$ cat config.mk
export PLATFORM = sky130hd
export DESIGN_NAME = dbr_retry_ctrl
export DESIGN_NICKNAME = d
export VERILOG_FILES = /design/src/rtl/dbr_pkg.sv /design/src/rtl/dbr_req_norm.sv /design/src/rtl/dbr_bus_policy.sv /design/src/rtl/dbr_retry_ctrl.sv
export SDC_FILE = /design/constraint.sdc
export NUM_CORES = 1
export LEC_CHECK = 0
export CAP_MARGIN = 10
export CORE_AREA = 2 2 56 45
export CTS_BUF_LIST = sky130_fd_sc_hd__clkbuf_4 sky130_fd_sc_hd__clkbuf_8
export CTS_CLUSTER_SIZE = 8
export DETAILED_ROUTE_END_ITERATION = 6
export DIE_AREA = 0 0 58 47
export PLACE_DENSITY = 0.91
export SETUP_SLACK_MARGIN = 0.2
export SLEW_MARGIN = 10
export SYNTH_ARGS = -nofsm -noshare
export SYNTH_HDL_FRONTEND = slang
export SYNTH_HIERARCHICAL = 1
export SYNTH_SLANG_ARGS = --single-unit
$ cat constraint.sdc
create_clock -name clk -period 3.2 [get_ports clk]
set_input_delay 0.64 -clock clk [delete_from_list [all_inputs] [get_ports clk]]
set_output_delay 0.64 -clock clk [all_outputs]
set_load 0.005 [all_outputs]
$ cat src/rtl/dbr_pkg.sv
`timescale 1ns/1ps
package dbr_pkg;
  typedef enum logic [1:0] {
    RM_SAME  = 2'd0,
    RM_SWAP  = 2'd1,
    RM_SPLIT = 2'd2,
    RM_RSVD  = 2'd3
  } retry_mode_e;

  typedef enum logic {
    ST_IDLE = 1'b0,
    ST_WAIT = 1'b1
  } ctrl_state_e;
endpackage

$ cat src/rtl/dbr_req_norm.sv
`timescale 1ns/1ps
module dbr_req_norm #(
  parameter int MAX_RETRY = 6,
  parameter int RETRY_W   = 3
) (
  input  logic [1:0]         mode_in,
  input  logic [RETRY_W-1:0] retries_in,
  output dbr_pkg::retry_mode_e mode_out,
  output logic [RETRY_W-1:0] retries_out
);
  import dbr_pkg::*;
  localparam logic [RETRY_W-1:0] CAP = RETRY_W'(MAX_RETRY);

  always_comb begin
    mode_out = retry_mode_e'(mode_in);
    if (mode_out == RM_RSVD) mode_out = RM_SAME;
    retries_out = (retries_in > CAP) ? CAP : retries_in;
  end
endmodule

$ cat src/rtl/dbr_bus_policy.sv
`timescale 1ns/1ps
module dbr_bus_policy #(
  parameter int RETRY_W = 3,
  parameter int ATT_W   = 4
) (
  input  dbr_pkg::retry_mode_e mode,
  input  logic [RETRY_W-1:0]   retries,
  input  logic                 first_bus,
  input  logic [ATT_W-1:0]     idx,
  output logic                 bus,
  output logic [ATT_W-1:0]     total
);
  import dbr_pkg::*;
  logic [ATT_W-1:0] n_ext;

  always_comb begin
    n_ext = ATT_W'(retries);
    unique case (mode)
      RM_SWAP:  begin bus = first_bus ^ idx[0];                     total = n_ext + 1'b1; end
      RM_SPLIT: begin bus = (idx > n_ext) ? ~first_bus : first_bus; total = (n_ext << 1) + 1'b1; end
      default:  begin bus = first_bus;                              total = n_ext + 1'b1; end
    endcase
  end
endmodule

$ cat src/rtl/dbr_retry_ctrl.sv
`timescale 1ns/1ps
module dbr_retry_ctrl #(
  parameter int MAX_RETRY = 6,
  parameter int RETRY_W   = 3,
  parameter int ATT_W     = $clog2(2*MAX_RETRY+2)
) (
  input  logic               clk,
  input  logic               rst,
  input  logic               req_valid,
  input  logic               req_bus,
  input  logic [1:0]         req_mode,
  input  logic [RETRY_W-1:0] req_retries,
  input  logic               eng_done,
  input  logic               eng_err,
  output logic               busy,
  output logic               att_strobe,
  output logic               att_bus,
  output logic               fin_valid,
  output logic               fin_ok,
  output logic               fin_bus,
  output logic [ATT_W-1:0]   fin_attempts
);
  import dbr_pkg::*;

  ctrl_state_e        state;
  retry_mode_e        mode_q, mode_n;
  logic [RETRY_W-1:0] n_q, n_n;
  logic               first_q;
  logic [ATT_W-1:0]   att_cnt;
  logic               nxt_bus;
  logic [ATT_W-1:0]   total_w;
  logic               attempt_end;

  dbr_req_norm #(.MAX_RETRY(MAX_RETRY), .RETRY_W(RETRY_W)) u_norm (
    .mode_in(req_mode), .retries_in(req_retries),
    .mode_out(mode_n), .retries_out(n_n)
  );

  dbr_bus_policy #(.RETRY_W(RETRY_W), .ATT_W(ATT_W)) u_policy (
    .mode(mode_q), .retries(n_q), .first_bus(first_q), .idx(att_cnt),
    .bus(nxt_bus), .total(total_w)
  );

  // done is only taken once the strobe cycle has passed
  assign attempt_end = (state == ST_WAIT) && eng_done && !att_strobe;

  always_ff @(posedge clk) begin
    if (rst) begin
      state        <= ST_IDLE;
      mode_q       <= RM_SAME;
      n_q          <= '0;
      first_q      <= 1'b0;
      att_cnt      <= '0;
      busy         <= 1'b0;
      att_strobe   <= 1'b0;
      att_bus      <= 1'b0;
      fin_valid    <= 1'b0;
      fin_ok       <= 1'b0;
      fin_bus      <= 1'b0;
      fin_attempts <= '0;
    end else begin
      att_strobe <= 1'b0;
      fin_valid  <= 1'b0;
      if (state == ST_IDLE) begin
        if (req_valid) begin
          mode_q     <= mode_n;
          n_q        <= n_n;
          first_q    <= req_bus;
          att_bus    <= req_bus;
          att_strobe <= 1'b1;
          att_cnt    <= ATT_W'(1);
          busy       <= 1'b1;
          state      <= ST_WAIT;
        end
      end else if (attempt_end) begin
        if (!eng_err || att_cnt >= total_w) begin
          fin_valid    <= 1'b1;
          fin_ok       <= !eng_err;
          fin_bus      <= att_bus;
          fin_attempts <= att_cnt;
          busy         <= 1'b0;
          state        <= ST_IDLE;
        end else begin
          att_bus    <= nxt_bus;
          att_strobe <= 1'b1;
          att_cnt    <= att_cnt + 1'b1;
        end
      end
    end
  end


  reset_quiet_chk: assert property (@(posedge clk) disable iff (rst)
    $past(rst) |-> (!att_strobe && !fin_valid && !busy));


  strobe_pulse_chk: assert property (@(posedge clk) disable iff (rst)
    att_strobe |=> !att_strobe);


  same_bus_chk: assert property (@(posedge clk) disable iff (rst)
    (att_strobe && att_cnt > ATT_W'(1) && mode_q == RM_SAME) |-> $stable(att_bus));


  swap_bus_chk: assert property (@(posedge clk) disable iff (rst)
    (att_strobe && att_cnt > ATT_W'(1) && mode_q == RM_SWAP) |-> (att_bus != $past(att_bus)));


  split_phase_chk: assert property (@(posedge clk) disable iff (rst)
    (att_strobe && mode_q == RM_SPLIT && att_cnt > (ATT_W'(n_q) + 1'b1)) |-> (att_bus != first_q));


  attempts_bound_chk: assert property (@(posedge clk) disable iff (rst)
    fin_valid |-> (fin_attempts >= ATT_W'(1) && fin_attempts <= ATT_W'(2*MAX_RETRY+1)));


  fin_idle_chk: assert property (@(posedge clk) disable iff (rst)
    fin_valid |-> (!busy && !att_strobe));
endmodule

After elaboration in Yosys (flattened, before gate mapping)
Index checks and enable logic that the tools add are counted.
{ "word_totals": {"ff_bits": 21, "input_bits": 11, "out_inout_bits": 10, "word_cells": 63} }
{ "op_classes": {"n_addsub": 3, "order_cmp": 3, "n_eq_ne": 6, "n_mux": 24, "bitwise_logic": 4, "n_reduce_logical": 11} }
{ "op_table": {"columns": ["cell", "count"], "rows": [
  ["4-bit two-way mux", 5],
  ["1-bit two-way mux", 16],
  ["3-bit AND reduction", 3],
  ["4-bit by 1-bit adder with 4-bit output (second input constant)", 2],
  ["3-bit by 1-bit adder with 4-bit output (second input constant)", 1],
  ["2-bit equality test (second input constant)", 2],
  ["4-bit greater-or-equal comparator", 1],
  ["4-bit by 3-bit greater-than comparator with 1-bit output", 1],
  ["2-bit by 1-bit != test with 1-bit output (second input constant)", 2],
  ["3-bit greater-than comparator (second input constant)", 1],
  ["3-bit two-way mux", 1],
  ["1-bit inverter", 3],
  ["3-bit OR reduction", 1],
  ["2-bit by 1-bit equality test with 1-bit output (second input constant)", 1],
  ["1-bit logical AND", 2],
  ["1-bit zero test", 2],
  ["2-bit two-way mux", 1],
  ["2-bit != test (second input constant)", 1],
  ["1-bit one-hot mux with 2 select lines", 1],
  ["2-bit AND reduction", 1],
  ["2-bit nonzero test", 1],
  ["1-bit logical OR", 1],
  ["1-bit XOR", 1]
]} }

Longest topological paths before layout
{ "depth": {"word_depth": 7, "mapped_depth": 10, "mapped_depth_nobuf": 10} }

Hierarchy
The synthesis kept the hierarchy.
{ "by_module_without_submodules": {"columns": ["mod", "instances", "cells_per_inst", "area_per_inst_um2", "seq_area_each_um2"], "rows": [
  ["dbr_retry_ctrl", 1, 104, 962.2, 420.4],
  ["dbr_bus_policy", 1, 32, 220.2, 0.0],
  ["dbr_req_norm", 1, 5, 30.0, 0.0]
]} }

Least setup slack after synthesis
OpenSTA, ideal clock, no wires.
{ "synth_path": {"kind": "register -> register", "startpoint": "register mode_q[0]", "endpoint": "register att_cnt[2]", "setup_ps": 120, "t_arrival_ps": 2027, "t_required_ps": 3080, "path_slack_ps": 1053, "stages_incl_launch_ff": 10, "path_buffers": 0, "period_less_slack_ps": 2147, "cell_sequence": "dfxtp_1 inv_1 ha_1 mux2_2 inv_1 ha_1 o211ai_1 o211a_4 a31oi_1 o31a_1"} }
{ "synth_between": {"elab_chain_cells": 6} }
{ "synth_rtl": {"columns": ["item", "line", "text"], "rows": [
  ["start, declared", "dbr_retry_ctrl.sv:26", "retry_mode_e mode_q, mode_n;"],
  ["start signal, assigned", "dbr_retry_ctrl.sv:66", "mode_q <= mode_n;"],
  ["2-bit equality test", "dbr_bus_policy.sv:18", "unique case (mode)"],
  ["4-bit two-way mux", null, null],
  ["named net total_w[1]", "dbr_retry_ctrl.sv:31", "logic [ATT_W-1:0] total_w;"],
  ["4-bit greater-or-equal comparator", "dbr_retry_ctrl.sv:76", "if (!eng_err || att_cnt >= total_w) begin"],
  ["1-bit logical OR", "dbr_retry_ctrl.sv:76", null],
  ["2-bit != test (no line)", null, null],
  ["3-bit AND reduction (no line)", null, null],
  ["end signal, assigned", "dbr_retry_ctrl.sv:86", "att_cnt <= att_cnt + 1'b1;"],
  ["end, declared", "dbr_retry_ctrl.sv:29", "logic [ATT_W-1:0] att_cnt;"]
]} }
The timed path passes the listed nets, and every way through them passes these cells.
A chain may end at the register's enable or synchronous reset.

Final worst setup path
{ "layout_path": {"startpoint": "register mode_q[0]", "endpoint": "register fin_attempts[1]"} }
{ "layout_between": {"elab_chain_cells": 5} }
{ "layout_rtl": {"columns": ["item", "line", "text"], "rows": [
  ["2-bit equality test", "dbr_bus_policy.sv:18", null],
  ["4-bit two-way mux", null, null],
  ["named net total_w[1]", "dbr_retry_ctrl.sv:31", null],
  ["4-bit greater-or-equal comparator", "dbr_retry_ctrl.sv:76", null],
  ["1-bit logical OR", "dbr_retry_ctrl.sv:76", null],
  ["3-bit AND reduction (no line)", null, null],
  ["end signal, assigned", "dbr_retry_ctrl.sv:80", "fin_attempts <= att_cnt;"],
  ["end, declared", "dbr_retry_ctrl.sv:21", "output logic [ATT_W-1:0] fin_attempts"]
]} }
The timed path passes the listed nets, and every way through them passes these cells.

==> metrics.md <==
| Metric | Value |
|---|---|
| Worst Min Path Start | `fin_ok` |
| Non-filler instance count after layout | `182` |
| Number of max-capacitance violations reported | `0` |
| Worst Setup EP | `fin_attempts[1]` |
| Initial drt markers | `35` |
| Power per Cell Area | `373 nW/um2` |
| Width of the die | `58 um` |
| Initial antenna violation count | `0` |
| Diodes inserted | `0` |
| Final hold viol count | `0` |
| Post-route DRC violation count | `0` |
| Routed wirelength normalized by instance count | `14.6 um` |
| Origin of the worst setup path | `mode_q[0]` |
| Dpl cells | `178` |
| Worst Path Max Fanout | `7` |
| Reg2Reg Capture Point | `fin_attempts[1]` |
| Slew @ Worst Pin | `0.685 ns` |
| Max transition margin | `0.543` |
| Slack of the worst reg-to-reg path | `0.82 ns` |
| Total Routing Usage GR | `0.212` |
| # rows | `15` |
| Routability congestion estimate | `0.782` |
| Final total power | `0.533 mW` |
| Outcome | `completed` |
| FF+latch count, synth | `21` |
| Main synth FF type | `dfxtp_1` |
| Synthesis Warnings | `6` |
| Beginning of the worst register-to-register path | `mode_q[0]` |
| Input/output buffers | `20` |
| Max H-tree Level | `1` |
| Largest vdd supply drop | `0.279 mV` |
| Drt via density | `5.93` |
| Floorplan die area | `2730 um2` |
| Final global-route overflow total | `0` |
| First-pass GRT wire length | `4260 um` |
| Share of final-layout standard cells stronger than drive strength 1 | `0.0828` |
| Kind of path behind the tightest hold check | `flop to flop` |
| Sink Count | `21` |
| Clock skew after layout | `0.00884 ns` |
| Pin count of the biggest net entering global routing | `17` |
| Sequential area share after synthesis | `0.347` |
| Number of global-route vias before repair | `965` |
| Total of cells resized after clock tree synthesis | `0` |
| Clock-pin transition on the worst setup and hold timing paths | `0.13 ns` |
| Data arrival time of the critical path | `2.64 ns` |
| I/O pin count | `21` |
| Final period utilization | `0.743` |
| Number of buffers added for setup after CTS | `0` |
| Maximum clock path buffer count | `2` |
| Routed Antenna Nets | `0` |
| Startpoint type of the worst setup path | `flop` |
| Post-Syn Instances | `141` |
| Total vias in the final route | `1079` |
| CP Capture Type | `flop` |
| Total Neg Setup Slack | `0 ns` |
| Reg2Reg Depth | `9` |
| Setup repair after global routing missed its margin | `false` |
| Post-detailed-routing wire length | `2660 um` |
| Total of hold buffers inserted after clock tree synthesis | `0` |
| Area added between synthesis and finish | `18.0%` |
| Final standard cell utilization of the core | `0.657` |
| Cell variety after synth | `41` |
| Data required time at the worst endpoint | `3.46 ns` |
| Number of iterations in the first detailed-routing pass | `4` |
| Die boundary height | `47 um` |
| Final layout net count | `180` |
| Tmin final | `2.38 ns` |
| Average cell area after synthesis | `8.60 um2` |
| TritonCTS clock tree | `built` |
| Leading cell types in the layout, fill and taps excluded | `dfxtp_1, clkdlybuf4s50_1, nand2_1` |
| Cell leakage power | `0.559 nW` |
| Initial Utilization | `0.557` |
| Post-synth EDFFs | `0` |
| Worst setup path category | `flop to flop` |
| Final setup vio count | `0` |
| Achievable Freq | `420 MHz` |
| Net count after synthesis | `163` |
| CTS root buf | `clkbuf_4` |
| Depth of the worst hold-timing path | `1` |
| Clk Latency, worst-skew pair | `0.32 ns` |
| Inserted Clock Buffers | `3` |
| Share of flip-flops with an asynchronous set or reset after synthesis | `0` |
| Core area | `2180 um2` |
| Area of the mapped netlist | `1210 um2` |
| Leading cell type in the layout, fill and taps excluded | `dfxtp_1` |
| Placed wire-length estimate after detailed placement | `1980 um` |
| Number of pins exceeding their max-slew limit in the final report | `0` |
[worst min path at each step]
stage,end,slack [ns]
floorplan,fin_ok,0.45
CTS,fin_ok,0.48
finish,fin_ok,0.48
global placement,fin_ok,0.45
detailed placement,fin_ok,0.45
global route,fin_ok,0.50
[metrics by stage]
step	hold WS [ns]	cell area [um2]	worst slack, ns
after global placement	0.450	1400	0.961
after floorplan	0.451	1210	1.05
final	0.482	1430	0.821
after global routing	0.497	1430	0.665
after detailed placement	0.452	1400	0.865
after CTS	0.484	1430	0.827
[flip-flops by register name, summed over array words and instances, names as in the netlist]
name          cells
att_bus           1
att_cnt           4
att_strobe        1
busy              1
fin_attempts      4
fin_bus           1
fin_ok            1
fin_valid         1
first_q           1
mode_q            2
n_q               3
state             1
[logic make-up after synthesis]
group,after synthesis,share of synthesized area
adders and majority gates,11,0.114
buffers and inverters,19,0.0681
and+or+nand+nor,48,0.215
xor gates and xnor gates,2,0.0145
muxes,2,0.0175
AOI/OAI and AO/OA,38,0.225
DFF,21,0.347
[critical path, cell delays in order (launching register included)]
cell      delay [ns]
dfxtp_1         0.35
inv_1           0.06
ha_1            0.26
mux2_2          0.37
inv_1           0.06
ha_1            0.22
o211ai_1        0.28
o211ai_2        0.19
a21oi_2         0.34
a22o_1          0.20
[synth_stat cells, types with 4 or more instances]
cell type  number  share of area
dfxtp_1        21           0.35
nand2_1        18          0.056
a21oi_1        11          0.045
ha_1           11           0.11
inv_1          11          0.034
clkbuf_1        6          0.019
nor2_1          6          0.019
a22o_1          5          0.036
o21ai_0         5          0.021
nand3_1         4          0.017
nor2b_1         4          0.021
[metal layers]
layer	routed length, um	vias up	global-route usage
met3	204	12	0.0689
li1	-	525	-
met4	60	0	0.0791
met2	1310	50	0.382
met1	1080	492	0.242
met5	0	-	0
[cell type report]
| cell class | instances | area, um2 |
|---|---|---|
| clock buffers | 3 | 22.5 |
| clock inverters | 1 | 5.00 |
| fillers | 178 | 747 |
| inverters | 11 | 41.3 |
| multi-input cells | 101 | 709 |
| flip-flops and latches | 21 | 420 |
| well taps | 25 | 31.3 |
| repair buffers | 20 | 200 |
[where the power goes]
| part | internal [mW] | total (mW) | switching [mW] | leakage (nW) |
|---|---|---|---|---|
| sequential | 0.273 | 0.287 | 0.0143 | 0.171 |
| combinational | 0.0528 | 0.112 | 0.0587 | 0.370 |
| clock | 0.0468 | 0.134 | 0.0877 | 0.0177 |
| total | 0.373 | 0.533 | 0.161 | 0.559 |
(Power assumes the default switching activity.)
